--- config.mk ---
export PLATFORM = sky130hd
export DESIGN_NAME = ddr3_refresh_sequencer
export DESIGN_NICKNAME = d
export VERILOG_FILES = /design/src/rtl/rfsh_seq_pkg.sv /design/src/rtl/rfsh_interval_timer.sv /design/src/rtl/rfsh_wait_timer.sv /design/src/rtl/rfsh_out_decode.sv /design/src/rtl/ddr3_refresh_sequencer.sv
export SDC_FILE = /design/constraint.sdc
export NUM_CORES = 1
export LEC_CHECK = 0
export ABC_CLOCK_PERIOD_IN_PS = 1750
export BUFFER_PORTS_ARGS = -buffer_cell sky130_fd_sc_hd__buf_2
export CORE_UTILIZATION = 51
export CTS_BUF_LIST = sky130_fd_sc_hd__clkbuf_4 sky130_fd_sc_hd__clkbuf_8 sky130_fd_sc_hd__clkbuf_16
export DETAILED_ROUTE_END_ITERATION = 12
export GPL_TIMING_DRIVEN = 0
export PLACE_DENSITY = 0.85
export SLEW_MARGIN = 0
export SYNTH_ARGS = -nofsm -noshare
export SYNTH_HDL_FRONTEND = slang
export SYNTH_SLANG_ARGS = --single-unit
--- constraint.sdc ---
create_clock -name clk -period 1.75 [get_ports clk]
set_input_delay 0.175 -clock clk [delete_from_list [all_inputs] [get_ports clk]]
set_output_delay 0.175 -clock clk [all_outputs]
set_load 0.02 [all_outputs]
--- src/rtl/rfsh_seq_pkg.sv ---
`timescale 1ns/1ps
package rfsh_seq_pkg;

    typedef enum logic [2:0] {
        SEQ_NORMAL    = 3'd0,
        SEQ_PREALL    = 3'd1,
        SEQ_REFRESH   = 3'd2,
        SEQ_RFC_WAIT  = 3'd3,
        SEQ_SR_ACTIVE = 3'd4,
        SEQ_SR_EXIT   = 3'd5
    } seq_state_e;

    // Round a duration in ns up to whole clock cycles.
    function automatic int unsigned ns_to_cycles(input int unsigned ns, input int unsigned clk_ps);
        return (ns * 1000 + clk_ps - 1) / clk_ps;
    endfunction

endpackage

--- src/rtl/rfsh_interval_timer.sv ---
`timescale 1ns/1ps
// Free-running refresh interval counter. It is cleared on the edge that
// enters the refresh state, so its count equals the cycles since the last
// refresh strobe. It flags due two cycles before the interval ends, which
// leaves room for the precharge-all cycle.
module rfsh_interval_timer #(
    parameter int unsigned INTERVAL_CYC = 780
) (
    input  logic clk,
    input  logic rst_n,
    input  logic restart_i,
    output logic due_o
);
    localparam int unsigned CW = $clog2(INTERVAL_CYC + 1);
    localparam logic [CW-1:0] DUE_AT = CW'(INTERVAL_CYC - 2);

    logic [CW-1:0] cnt;

    always_ff @(posedge clk) begin
        if (!rst_n) begin
            cnt <= '0;
        end else if (restart_i) begin
            cnt <= '0;
        end else if (cnt != DUE_AT) begin
            cnt <= cnt + 1'b1;
        end
    end

    assign due_o = (cnt == DUE_AT);
endmodule

--- src/rtl/rfsh_wait_timer.sv ---
`timescale 1ns/1ps
// Down counter that is shared by the exit-settle wait and the refresh-cycle wait.
module rfsh_wait_timer #(
    parameter int unsigned MAX_CYC = 120,
    localparam int unsigned CW = $clog2(MAX_CYC + 1)
) (
    input  logic          clk,
    input  logic          rst_n,
    input  logic          load_i,
    input  logic [CW-1:0] load_val_i,
    output logic          done_o
);
    logic [CW-1:0] cnt;

    always_ff @(posedge clk) begin
        if (!rst_n) begin
            cnt <= '0;
        end else if (load_i) begin
            cnt <= load_val_i;
        end else if (cnt != '0) begin
            cnt <= cnt - 1'b1;
        end
    end

    assign done_o = (cnt == '0);
endmodule

--- src/rtl/rfsh_out_decode.sv ---
`timescale 1ns/1ps
// All sequencer outputs are decoded from the state register alone.
module rfsh_out_decode
    import rfsh_seq_pkg::*;
(
    input  seq_state_e  state_i,
    output logic        cke_o,
    output logic        pre_all_o,
    output logic        ref_o,
    output logic        stall_o,
    output logic [2:0]  state_code_o
);
    always_comb begin
        cke_o        = 1'b1;
        pre_all_o    = 1'b0;
        ref_o        = 1'b0;
        stall_o      = 1'b1;
        state_code_o = state_i;
        unique case (state_i)
            SEQ_NORMAL:    stall_o   = 1'b0;
            SEQ_PREALL:    pre_all_o = 1'b1;
            SEQ_REFRESH:   ref_o     = 1'b1;
            SEQ_RFC_WAIT:  ;
            SEQ_SR_ACTIVE: cke_o     = 1'b0;
            SEQ_SR_EXIT:   ;
            default:       ;
        endcase
    end
endmodule

--- src/rtl/ddr3_refresh_sequencer.sv ---
`timescale 1ns/1ps
module ddr3_refresh_sequencer
    import rfsh_seq_pkg::*;
#(
    parameter int unsigned CLK_PERIOD_PS       = 10000,
    parameter int unsigned REFRESH_INTERVAL_NS = 7800,
    parameter int unsigned REFRESH_CYCLE_NS    = 300,
    parameter int unsigned SR_EXIT_SETTLE_NS   = 1200
) (
    input  logic       clk,
    input  logic       rst_n,
    input  logic       sr_req_i,
    input  logic       cmd_busy_i,
    output logic       cke_o,
    output logic       pre_all_o,
    output logic       ref_o,
    output logic [2:0] state_o,
    output logic       stall_o
);
    localparam int unsigned REFI_CYC = ns_to_cycles(REFRESH_INTERVAL_NS, CLK_PERIOD_PS);
    localparam int unsigned RFC_CYC  = ns_to_cycles(REFRESH_CYCLE_NS, CLK_PERIOD_PS);
    localparam int unsigned XS_CYC   = ns_to_cycles(SR_EXIT_SETTLE_NS, CLK_PERIOD_PS);
    localparam int unsigned WAIT_MAX = (XS_CYC > RFC_CYC) ? XS_CYC : RFC_CYC;
    localparam int unsigned WAIT_W   = $clog2(WAIT_MAX + 1);
    localparam logic [WAIT_W-1:0] XS_LOAD  = WAIT_W'(XS_CYC - 1);
    localparam logic [WAIT_W-1:0] RFC_LOAD = WAIT_W'(RFC_CYC - 2);

    seq_state_e        state, state_nx;
    logic              sr_path, sr_path_nx;
    logic              refresh_due;
    logic              wait_done;
    logic              wait_load;
    logic [WAIT_W-1:0] wait_val;

    rfsh_interval_timer #(.INTERVAL_CYC(REFI_CYC)) i_interval (
        .clk       (clk),
        .rst_n     (rst_n),
        .restart_i (state_nx == SEQ_REFRESH),
        .due_o     (refresh_due)
    );

    rfsh_wait_timer #(.MAX_CYC(WAIT_MAX)) i_wait (
        .clk        (clk),
        .rst_n      (rst_n),
        .load_i     (wait_load),
        .load_val_i (wait_val),
        .done_o     (wait_done)
    );

    // State register
    always_ff @(posedge clk) begin
        if (!rst_n) begin
            state   <= SEQ_NORMAL;
            sr_path <= 1'b0;
        end else begin
            state   <= state_nx;
            sr_path <= sr_path_nx;
        end
    end

    // Next state and wait-timer loading
    always_comb begin
        state_nx   = state;
        sr_path_nx = sr_path;
        wait_load  = 1'b0;
        wait_val   = RFC_LOAD;
        unique case (state)
            SEQ_NORMAL: begin
                if (sr_req_i) begin
                    state_nx   = SEQ_PREALL;
                    sr_path_nx = 1'b1;
                end else if (refresh_due && !cmd_busy_i) begin
                    state_nx   = SEQ_PREALL;
                    sr_path_nx = 1'b0;
                end
            end
            SEQ_PREALL: begin
                state_nx = sr_path ? SEQ_SR_ACTIVE : SEQ_REFRESH;
            end
            SEQ_SR_ACTIVE: begin
                if (!sr_req_i) begin
                    state_nx  = SEQ_SR_EXIT;
                    wait_load = 1'b1;
                    wait_val  = XS_LOAD;
                end
            end
            SEQ_SR_EXIT: begin
                if (wait_done) begin
                    state_nx = SEQ_REFRESH;
                end
            end
            SEQ_REFRESH: begin
                state_nx   = SEQ_RFC_WAIT;
                sr_path_nx = 1'b0;
                wait_load  = 1'b1;
                wait_val   = RFC_LOAD;
            end
            SEQ_RFC_WAIT: begin
                if (wait_done) begin
                    state_nx = SEQ_NORMAL;
                end
            end
            default: state_nx = SEQ_NORMAL;
        endcase
    end

    rfsh_out_decode i_decode (
        .state_i      (state),
        .cke_o        (cke_o),
        .pre_all_o    (pre_all_o),
        .ref_o        (ref_o),
        .stall_o      (stall_o),
        .state_code_o (state_o)
    );
endmodule

==> results of run 1 <==
[layout by cell type, fill, tap and decap left out, drive strengths merged, types with 3 or more instances in the layout]
master,Yosys,layout
and3,3,3
buf,2,21
clkbuf,1,4
dfxtp,21,21
ha,3,3
inv,7,7
nand2,6,6
nand3,8,8
nor2,16,16
nor3,7,7
nor4b,3,3
o21a,7,7
o21ai,3,3
xnor2,4,4
xor2,7,7
[cell usage after synthesis (all sizes together) (2+ instances only)]
cell type,count
a211oi,2
a21oi,2
a31oi,2
and3,3
buf,2
dfxtp,21
ha,3
inv,7
nand2,6
nand2b,2
nand3,8
nor2,16
nor2b,2
nor3,7
nor3b,2
nor4b,3
o21a,7
o21ai,3
o31a,2
xnor2,4
xor2,7
[timing repair]
item / 4_1_cts / 5_1_grt
endpoints found under the setup margin: 19 / 18
setup buffers: 8 / 1
pin swaps: 9 / 6
resized for setup: 9 / 15
[per-layer routing]
metal / up-vias / GRT usage
met1: 470 / 0.209
met4: 0 / 0.0889
li1: 475 / -
met5: - / 0
met3: 4 / 0.0667
met2: 14 / 0.384
[through the flow]
| stage | hold WS [ns] | instance area [um2] |
|---|---|---|
| 3_5_place_dp | 0.494 | 1200 |
| 5_1_grt | 0.146 | 1400 |
| 6_report | 0.169 | 1400 |
| 2_1_floorplan | 0.338 | 1120 |
| 4_1_cts | 0.161 | 1320 |
| 3_3_place_gp | 0.484 | 1200 |
[flip-flops by register name, summed over array words and instances (netlist names)]
signal and count:
sr_path 1, state 3, i_wait.cnt 7, i_interval.cnt 10
[layout make-up]
| type | count | share of cell area |
|---|---|---|
| buffer | 3 | 0.00984 |
| clock buffer | 3 | 0.0161 |
| clock inverter | 1 | 0.00358 |
| inverter | 7 | 0.0188 |
| multi-input combinational | 91 | 0.534 |
| sequential | 21 | 0.304 |
| tap | 27 | 0.0242 |
| timing repair buffer | 19 | 0.0894 |
[cell families (layout without fill, tap and decap cells)]
family | Yosys count | after routing | share of synthesized area
AND/OR/NAND/NOR | 53 | 53 | 0.273
buffers and inverters | 10 | 33 | 0.0367
XOR/XNOR | 11 | 11 | 0.0883
AO/OA/AOI/OAI | 23 | 23 | 0.173
flip-flops | 21 | 21 | 0.385
multiplexers | 1 | 1 | 0.00917
adder cells (fa/ha/maj) | 3 | 3 | 0.0344
[worst max-delay path: cells and delay by family, from the launching register on]
kind,cells,cell delay (ns)
compound gates,3,0.37
fa+ha+maj,1,0.12
flops,1,0.34
buf+inv,2,0.23
simple gates,2,0.70
[report_power, final]
group	switching [uW]	total [uW]	internal, uW
clock	148	233	85.4
combinational	525	1040	512
sequential	117	698	581
total	790	1970	1180
[final timing paths]
check,end,start,cells after the start
worst max-delay path,i_interval.cnt[1]$_SDFFE_PP0P_,i_wait.cnt[0]$_SDFFE_PN0P_,8
worst min-delay path,sr_path$_SDFFE_PN0P_,rst_n,2
worst max register to register,i_interval.cnt[1]$_SDFFE_PP0P_,i_wait.cnt[0]$_SDFFE_PN0P_,8
worst min register to register,i_interval.cnt[1]$_SDFFE_PP0P_,i_interval.cnt[1]$_SDFFE_PP0P_,2
==> qor.txt, run 1 <==
critical-path cell list: inv_2 > ha_4 > or4b_4 > nor3_4 > a211oi_4 > o31ai_4 > buf_6 > a211oi_2
largest area contributor in the netlist: dfxtp_1
Period Utilization, post-route: 1.06
antenna-violating nets left: 0
Cell variety after synth: 34
Total Nets Final: 153
CTS tree: done
die extent in y: 48.3 um
endpoints failing hold: 0
max-slew violation count: 0
Gate Count Post-Synth: 122
highest routed layer: met4
yosys warns: 0
Min-Delay Path Class: in -> reg
Avg Inst Size Synth: 8.94 um2
CTS Buffer Depth: 2
# setup viols final: 15
ant diodes: 0
core area: 1980 um2
Worst-Margin Slew: 0.534 ns
CP peak stage delay: 0.49 ns
Req. time, crit path: 1.95 ns
Register Area: 425 um2
Die Area: 2330 um2
metal3 WL: 58 um
clk sinks: 21
first-pass GRT wire length: 3220 um
Site Rows: 16
grt total ovfl: 0
Inserted Clock Buffers: 3
Iteration-0 DRC Markers: 16
dpl hpwl: 1560 um
failing checks: negative setup slack
number of vias per cell: 5.60
fin crit period: 1.86 ns
initial antenna violation count: 0
reg-to-reg slack, setup: -0.11 ns
PortBufs: 10
worst setup margin: -0.110 ns
Setup Slack @ Placement: -0.422 ns
global placement routability congestion: 0.720
Layout fillers: 146
Slew Limit Headroom: 0.643
critical path class: reg -> reg
Mapped Nets: 129
drt wl/cell: 14.2 um
CTS H-Tree Depth: 1
chip width: 48.3 um
metal2 WL: 1370 um
top_reg_cell synth: dfxtp_1
I/O Pins: 11
fraction of layout cells with a size suffix above 1: 0.359
Worst-path clk slew: 0.12 ns
clk root buf: clkbuf_4
Setup crit end kind: flop
Pwr Density: 1410 nW/um2
RSZ-0062 raised after global routing: true
routed wire length: 2440 um
DRC viols: 0
# hold bufs at CTS: 0
TNS Setup: -1.35 ns
sequential share of the synthesized area: 0.385
Layout area overhead: 28.2%
area of the multi-input gates: 747 um2
ys async rst share: 0
static leakage: 0.000546 uW
WP data arrival: 2.06 ns
startpoint types: flop
largest net degree at the start of global routing: 13
Initial Util: 0.551
vias in the first global route: 830
WL met1: 985 um
overall routing resource usage: 0.207
non-filler cells, final: 172
number of synthesized flops with an enable pin: 0
status: finished with violations
Final Util: 0.706
CP Max Fanout: 5
mapped cell area: 1090 um2
Max Clk Rate: 0.538 GHz
Synth area leaders: dfxtp_1, xor2_1, nor2_1
top cell type's share of synthesized area: 0.385
DRT Pass-1 Iters: 4
flops & latches, synth: 21
Final Skew: 0.00708 ns
slowest cell on the critical path: or4b_4
routed via count: 963
maxcap violations: 0
Post-Place Cells: 159
Clk Latency, worst-skew pair: 0.31 ns
Max VDD drop: 1080 uV
Power Total: 1970 uW
(Power assumes the default switching activity.)
==> run 2: changes to the inputs <==
CORE_UTILIZATION = 52   (was 51)
PLACE_DENSITY = 0.86   (was 0.85)
SYNTH_HIERARCHICAL = 1   (was default)
==> run 2 against run 1 <==
  * The run now ends clean
  * Critical endpoint is now i_interval/cnt[7]$_SDFFE_PP0P_
  * Maximum frequency is 7.0% higher
  * Critical path depth is 1 higher
  * Sequential cell count is the same
  * Sequential share of layout area decreased by 2.0 points
  * Worst hold slack gained 0.041 ns
  * Clock-buffer cell count is the same
  * Clock power grew 6%
  * Core utilization shrank 3.3 points
  * Via count is 15% higher
  * Area after synthesis increased by 14%
  * Combinational power fell by 10%
  * First-iteration DRC count up 31%
==> qor.txt, run 2 <==
status: complete, no violations (was finished with violations)
Final Skew: 0.00235 ns (was 0.00708 ns)
Pwr Density: 1230 nW/um2 (was 1410 nW/um2)
largest net degree at the start of global routing: 14 (was 13)
Min-Delay Path Depth: 2 (unchanged)
Inserted Clock Buffers: 3 (unchanged)
most common library cells after synthesis: dfxtp_1, nor2_1, nand2_1 (was dfxtp_1, nor2_1, nand3_1)
Layout area overhead: 20.8% (was 28.2%)
overall routing resource usage: 0.248 (was 0.207)
RSZ-0062 raised after global routing: true (unchanged)
Setup crit end kind: flop (unchanged)
top cell type's share of synthesized area: 0.338 (was 0.385)
Final Util: 0.673 (was 0.706)
Synth Area in Simple Gates: 0.307 (was 0.273)
Hold Path Origin: rst_n (unchanged)
fin crit period: 1.74 ns (was 1.86 ns)
die extent in y: 50.9 um (was 48.3 um)
CTS H-Tree Depth: 1 (unchanged)
worst setup margin: 0.0109 ns (was -0.110 ns)
global placement routability congestion: 0.797 (was 0.720)
max reg flops: 10 (unchanged)
dpl hpwl: 1730 um (was 1560 um)
Total Nets Final: 174 (was 153)
sequential share of the synthesized area: 0.338 (was 0.385)
Post-Place Cells: 181 (was 159)
grt met2 use: 0.425 (was 0.384)
largest family of logic cells by synthesized area: simple AND/OR/NAND/NOR gates (unchanged)
Worst-path clk slew: 0.12 ns (about the same)
Clk Latency, worst-skew pair: 0.31 ns (about the same)
reg-to-reg slack, setup: 0.01 ns (was -0.11 ns)
maxcap violations: 0 (unchanged)
WP data arrival: 2.01 ns (was 2.06 ns)
vias in the first global route: 1009 (was 830)
Die Area: 2590 um2 (was 2330 um2)
Period Utilization, post-route: 0.994 (was 1.06)
Synth area leaders: dfxtp_1, ha_1, xnor2_1 (was dfxtp_1, xor2_1, nor2_1)
CP Max Fanout: 6 (was 5)
I/O Pins: 11 (unchanged)
Site Rows: 17 (was 16)
post-synthesis mux area share: 0.0211 (was 0.00917)
Worst R2R Path Depth: 9 (was 8)
number of vias per cell: 5.74 (was 5.60)
flops & latches, synth: 21 (unchanged)
core area: 2230 um2 (was 1980 um2)
Post-Synth Adder-Cell Area: 0.0402 (was 0.0344)
Gate Count Post-Synth: 142 (was 122)
max-slew violation count: 0 (unchanged)
number of synthesized flops with an enable pin: 0 (unchanged)
ys async rst share: 0 (unchanged)
commonest non-fill, non-tap cell in the layout: dfxtp_1 (unchanged)
drt wl/cell: 15.2 um (was 14.2 um)
Max Clk Rate: 0.575 GHz (was 0.538 GHz)
static leakage: 0.000604 uW (was 0.000546 uW)
biggest regs: i_interval/cnt x10, i_wait/cnt x7, state x3 (was i_interval.cnt x10, i_wait.cnt x7, state x3)
critical path class: reg -> reg (unchanged)
TNS Setup: 0 ns (was -1.35 ns)
# setup viols final: 0 (was 15)
CTS tree: done (unchanged)
register with the most flip-flops: i_interval/cnt (was i_interval.cnt)
Iteration-0 DRC Markers: 21 (was 16)
GR peak layer: met2 (unchanged)
Cell variety after synth: 48 (was 34)
startpoint types: flop (unchanged)
Max VDD drop: 715 uV (was 1080 uV)
met3 Use GR: 0.0417 (was 0.0667)
PortBufs: 10 (unchanged)
hold path endpoint: state[1]$_SDFF_PN0_ (was sr_path$_SDFFE_PN0P_)
area of the multi-input gates: 816 um2 (was 747 um2)
CTS Buffer Depth: 2 (unchanged)
chip width: 50.9 um (was 48.3 um)
reg-to-reg startpoint: i_wait/cnt[1]$_SDFFE_PN0P_ (was i_wait.cnt[0]$_SDFFE_PN0P_)
reg-to-reg endpoint: i_interval/cnt[7]$_SDFFE_PP0P_ (was i_interval.cnt[1]$_SDFFE_PP0P_)
met1 usage: 0.283 (was 0.209)
Post-Synth XOR/XNOR Area: 0.0634 (was 0.0883)
DRC viols: 0 (unchanged)
antenna-violating nets left: 0 (unchanged)
top_reg_cell synth: dfxtp_1 (unchanged)
Avg Inst Size Synth: 8.76 um2 (was 8.94 um2)
top-count cell post-synth: dfxtp_1 (unchanged)
routed wire length: 2940 um (was 2440 um)
initial antenna violation count: 0 (unchanged)
grt total ovfl: 0 (unchanged)
Register Area: 427 um2 (was 425 um2)
largest area contributor in the netlist: dfxtp_1 (unchanged)
Layout fillers: 175 (was 146)
most frequent cells in the layout: dfxtp_1, buf_4, nor2_1, buf_2, nand2_1 (was dfxtp_1, buf_2, nor2_1, nand3_1)
ant diodes: 0 (unchanged)
routed via count: 1108 (was 963)
non-filler cells, final: 193 (was 172)
final hold slack: 0.210 ns (was 0.169 ns)
Setup Slack @ Placement: -0.125 ns (was -0.422 ns)
Req. time, crit path: 2.02 ns (was 1.95 ns)
fraction of layout cells with a size suffix above 1: 0.376 (was 0.359)
clk root buf: clkbuf_4 (unchanged)
Initial Util: 0.557 (was 0.551)
Synth Area in Compound Gates: 0.161 (was 0.173)
Min-Delay Path Class: in -> reg (unchanged)
yosys warns: 6 (was 0)
endpoints failing hold: 0 (unchanged)
DRT Pass-1 Iters: 4 (unchanged)
clk sinks: 21 (unchanged)
first-pass GRT wire length: 4660 um (was 3220 um)
mapped cell area: 1240 um2 (was 1090 um2)
-- run 2: cell count changes in the layout (fill, tap and decap cells not counted), sizes merged, moves of 4 or more --
| cell | delta |
|---|---|
| nor2 | -5 |
| o21ai | +4 |
| o21a | -5 |
| a21oi | +4 |
| buf | +4 |
| or3 | +4 |
-- run 2: area by class of cell --
| class | count | share of cell area |
|---|---|---|
| inverter | 6 | 0.0150 |
| sequential | 21 | 0.284 |
| tap | 28 | 0.0233 |
| timing repair buffer | 20 | 0.0833 |
| buffer | 6 | 0.0333 |
| clock buffer | 3 | 0.0150 |
| clock inverter | 1 | 0.00333 |
| multi-input combinational | 108 | 0.543 |
-- run 2: where the power goes --
group          total (uW)  internal, uW  switching [uW]
logic                 931           491             440
registers             664           566            98.3
clock network         246          85.5             161
-- run 2: logic make-up after synthesis --
logic type,after synthesis
AND/OR/NAND/NOR,62
AO/OA/AOI/OAI,29
flip-flops,21
buffers and inverters,14
XOR/XNOR,9
adder cells (fa/ha/maj),4
multiplexers,2
other,1
-- run 2: how the worst max path moves through the flow --
stage,cells past startpoint,start,slack (ns),end
finish,9,i_wait/cnt[1]$_SDFFE_PN0P_,0.01,i_interval/cnt[7]$_SDFFE_PP0P_
CTS,10,i_wait/cnt[1]$_SDFFE_PN0P_,-0.05,i_interval/cnt[7]$_SDFFE_PP0P_
floorplan,10,i_wait/cnt[1]$_SDFFE_PN0P_,0.0004,i_interval/cnt[7]$_SDFFE_PP0P_
global placement,10,i_wait/cnt[1]$_SDFFE_PN0P_,-0.06,i_interval/cnt[7]$_SDFFE_PP0P_
global route,9,i_wait/cnt[0]$_SDFFE_PN0P_,-0.06,i_interval/cnt[7]$_SDFFE_PP0P_
detailed placement,10,i_wait/cnt[1]$_SDFFE_PN0P_,-0.12,i_interval/cnt[7]$_SDFFE_PP0P_
-- run 2: metrics by stage --
stage,instance area [um2],total power (uW)
floorplan,1260,1280
detailed placement,1350,1430
finish,1500,1840
global route,1500,1960
global placement,1350,1390
CTS,1480,1770
-- run 2: repair_timing --
action / in CTS / in global routing
pin swaps: 3 / 5
resized for setup: 8 / 13
buffers inserted: 9 / 1
setup endpoints to repair: 5 / 10
hold buffers: 0 / 0
-- run 2: routing by layer --
layer  wire [um]  vias to the layer above
met2        1510                       22
li1            -                      557
met3          75                        6
met5           0                        -
met4          64                        0
met1        1290                      523
-- run 2: critical path, stage by stage, from the launching register on --
cell and delay [ns]:
dfxtp_2 0.36, inv_2 0.05, ha_4 0.14, and4b_1 0.17, buf_6 0.12, a21oi_4 0.15, nor2_2 0.05, nand2b_4 0.16
or4_4 0.41, nand2_1 0.06
==> run 3: changes to the inputs <==
ABC_CLOCK_PERIOD_IN_PS = 2140   (was 1750)
CORE_UTILIZATION = 60   (was 52)
PLACE_DENSITY = 0.84   (was 0.86)
SKIP_LAST_GASP = 1   (was default)
clock period = 2.14 ns   (was 1.75 ns; I/O delays follow)
==> run 3 against run 2 <==
  * Die area down 13%
  * Total power down 28%
  * Maximum frequency down 11%
  * Worst hold slack better by 0.021 ns
  * Sequential share of layout area up 2.5 points
  * Core utilization up 2.2 points
  * Final cell count down 5.2%
  * Register-to-register slack better by 0.18 ns
  * Clock-buffer cell count unchanged
  * Sequential power down 20%
  * Setup slack better by 0.18 ns
==> qor.txt, run 3 (synthesis results as in run 2) <==
status: complete, no violations (unchanged)
reg-to-reg startpoint: i_wait/cnt[0]$_SDFFE_PN0P_ (was i_wait/cnt[1]$_SDFFE_PN0P_)
vias in the first global route: 872 (was 1009)
Worst R2R Path Depth: 9 (unchanged)
clk root buf: clkbuf_4 (unchanged)
Initial Util: 0.634 (was 0.557)
fraction of layout cells with a size suffix above 1: 0.224 (was 0.376)
grt met2 use: 0.400 (was 0.425)
initial antenna violation count: 0 (unchanged)
CP Max Fanout: 10 (was 6)
routed via count: 1022 (was 1108)
met1 usage: 0.258 (was 0.283)
maxcap violations: 0 (unchanged)
Period Utilization, post-route: 0.910 (was 0.994)
drt wl/cell: 11.9 um (was 15.2 um)
# setup viols final: 0 (unchanged)
reg-to-reg slack, setup: 0.19 ns (was 0.01 ns)
Layout area overhead: 9.56% (was 20.8%)
hold path endpoint: sr_path$_SDFFE_PN0P_ (was state[1]$_SDFF_PN0_)
register with the most flip-flops: i_interval/cnt (unchanged)
# hold bufs at CTS: 0 (unchanged)
Layout fillers: 176 (was 175)
CTS tree: done (unchanged)
Hold Path Origin: sr_req_i (was rst_n)
die extent in y: 47.5 um (was 50.9 um)
Worst-path clk slew: 0.12 ns (about the same)
dpl hpwl: 1600 um (was 1730 um)
global placement routability congestion: 0.824 (was 0.797)
number of vias per cell: 5.58 (was 5.74)
overall routing resource usage: 0.217 (was 0.248)
Final Skew: 0.00360 ns (was 0.00235 ns)
area of the multi-input gates: 752 um2 (was 816 um2)
clk sinks: 21 (unchanged)
I/O Pins: 11 (unchanged)
static leakage: 0.000550 uW (was 0.000604 uW)
grt total ovfl: 0 (unchanged)
max reg flops: 10 (unchanged)
Clk Latency, worst-skew pair: 0.30 ns (was 0.31 ns)
met3 Use GR: 0.0340 (was 0.0417)
Req. time, crit path: 2.39 ns (was 2.02 ns)
Max VDD drop: 537 uV (was 715 uV)
Setup crit end kind: flop (unchanged)
commonest non-fill, non-tap cell in the layout: dfxtp_1 (unchanged)
core area: 1960 um2 (was 2230 um2)
GR peak layer: met2 (unchanged)
Site Rows: 16 (was 17)
DRC viols: 0 (unchanged)
first-pass GRT wire length: 3490 um (was 4660 um)
final hold slack: 0.230 ns (was 0.210 ns)
largest net degree at the start of global routing: 14 (unchanged)
PortBufs: 10 (unchanged)
Die Area: 2260 um2 (was 2590 um2)
antenna-violating nets left: 0 (unchanged)
RSZ-0062 raised after global routing: false (was true)
startpoint types: flop (unchanged)
critical path class: reg -> reg (unchanged)
chip width: 47.5 um (was 50.9 um)
max-slew violation count: 0 (unchanged)
TNS Setup: 0 ns (unchanged)
Pwr Density: 973 nW/um2 (was 1230 nW/um2)
WP data arrival: 2.20 ns (was 2.01 ns)
reg-to-reg endpoint: i_interval/cnt[7]$_SDFFE_PP0P_ (unchanged)
postcts setup bufs: 0 (was 9)
Total Nets Final: 165 (was 174)
Max Clk Rate: 0.514 GHz (was 0.575 GHz)
ant diodes: 0 (unchanged)
Final Util: 0.695 (was 0.673)
Iteration-0 DRC Markers: 23 (was 21)
Inserted Clock Buffers: 3 (unchanged)
most frequent cells in the layout: dfxtp_1, nor2_1, buf_2, nand2_1 (was dfxtp_1, buf_4, nor2_1, buf_2, nand2_1)
Min-Delay Path Depth: 3 (was 2)
DRT Pass-1 Iters: 4 (unchanged)
Register Area: 420 um2 (was 427 um2)
biggest regs: i_interval/cnt x10, i_wait/cnt x7, state x3 (unchanged)
endpoints failing hold: 0 (unchanged)
routed wire length: 2180 um (was 2940 um)
fin crit period: 1.95 ns (was 1.74 ns)
CTS H-Tree Depth: 1 (unchanged)
Min-Delay Path Class: in -> reg (unchanged)
CTS Buffer Depth: 2 (unchanged)
run 3: changes by cell type in the layout (fill, tap and decap cells not counted), sizes merged:
cell | before | now
buf | 25 | 16
run 3: metrics by stage:
| stage | power (uW) | instances | setup slack [ns] | instance area [um2] |
|---|---|---|---|---|
| floorplan | 1030 | 143 | 0.179 | 1250 |
| global placement | 1120 | 180 | 0.0485 | 1330 |
| detailed placement | 1140 | 180 | 0.00400 | 1330 |
| CTS | 1330 | 183 | 0.00300 | 1360 |
| global route | 1430 | 183 | 0.0743 | 1360 |
| finish | 1330 | 183 | 0.193 | 1360 |
run 3: where the power goes:
group          leakage [uW]  internal [uW]  switching (uW)
sequential         0.000172            458            74.7
combinational      0.000360            319             285
clock             0.0000177           69.5             121
total              0.000550            846             481
run 3: layout make-up:
| class | instances | share of cell area |
|---|---|---|
| sequential | 21 | 0.309 |
| inverter | 6 | 0.0165 |
| timing repair buffer | 10 | 0.0367 |
| buffer | 7 | 0.0413 |
| clock buffer | 3 | 0.0165 |
| multi-input combinational | 108 | 0.552 |
| clock inverter | 1 | 0.00367 |
| tap | 27 | 0.0248 |
run 3: layer usage:
metal / share of wire / wire length, um
met4: 0.0055 / 12
met5: 0 / 0
met1: 0.45 / 977
met3: 0.021 / 46
met2: 0.52 / 1140
run 3: worst max-delay path by stage:
stage	endpoint	start	slack [ns]	cells after the start
after global placement	i_interval/cnt[7]$_SDFFE_PP0P_	i_wait/cnt[0]$_SDFFE_PN0P_	0.05	10
final	i_interval/cnt[7]$_SDFFE_PP0P_	i_wait/cnt[0]$_SDFFE_PN0P_	0.19	9
after floorplan	i_interval/cnt[7]$_SDFFE_PP0P_	i_wait/cnt[0]$_SDFFE_PN0P_	0.18	10
after global routing	i_interval/cnt[7]$_SDFFE_PP0P_	i_wait/cnt[0]$_SDFFE_PN0P_	0.07	9
after CTS	i_interval/cnt[7]$_SDFFE_PP0P_	i_wait/cnt[0]$_SDFFE_PN0P_	0.003	9
after detailed placement	i_interval/cnt[7]$_SDFFE_PP0P_	i_wait/cnt[0]$_SDFFE_PN0P_	0.004	10
run 3: worst max-delay path, stage by stage, from the launching register on:
cell and delay (ns):
dfxtp_1 0.35, inv_1 0.08, ha_1 0.19, and4b_1 0.18, buf_6 0.14, a21oi_1 0.14, nor2_1 0.06, nand2b_4 0.18
or4_1 0.50, nand2_1 0.07
run 3: timing repair:
item,CTS,global route
pin swaps,0,0
resized for setup,0,2
setup endpoints to repair,1,1
endpoints found under the hold margin,0,0
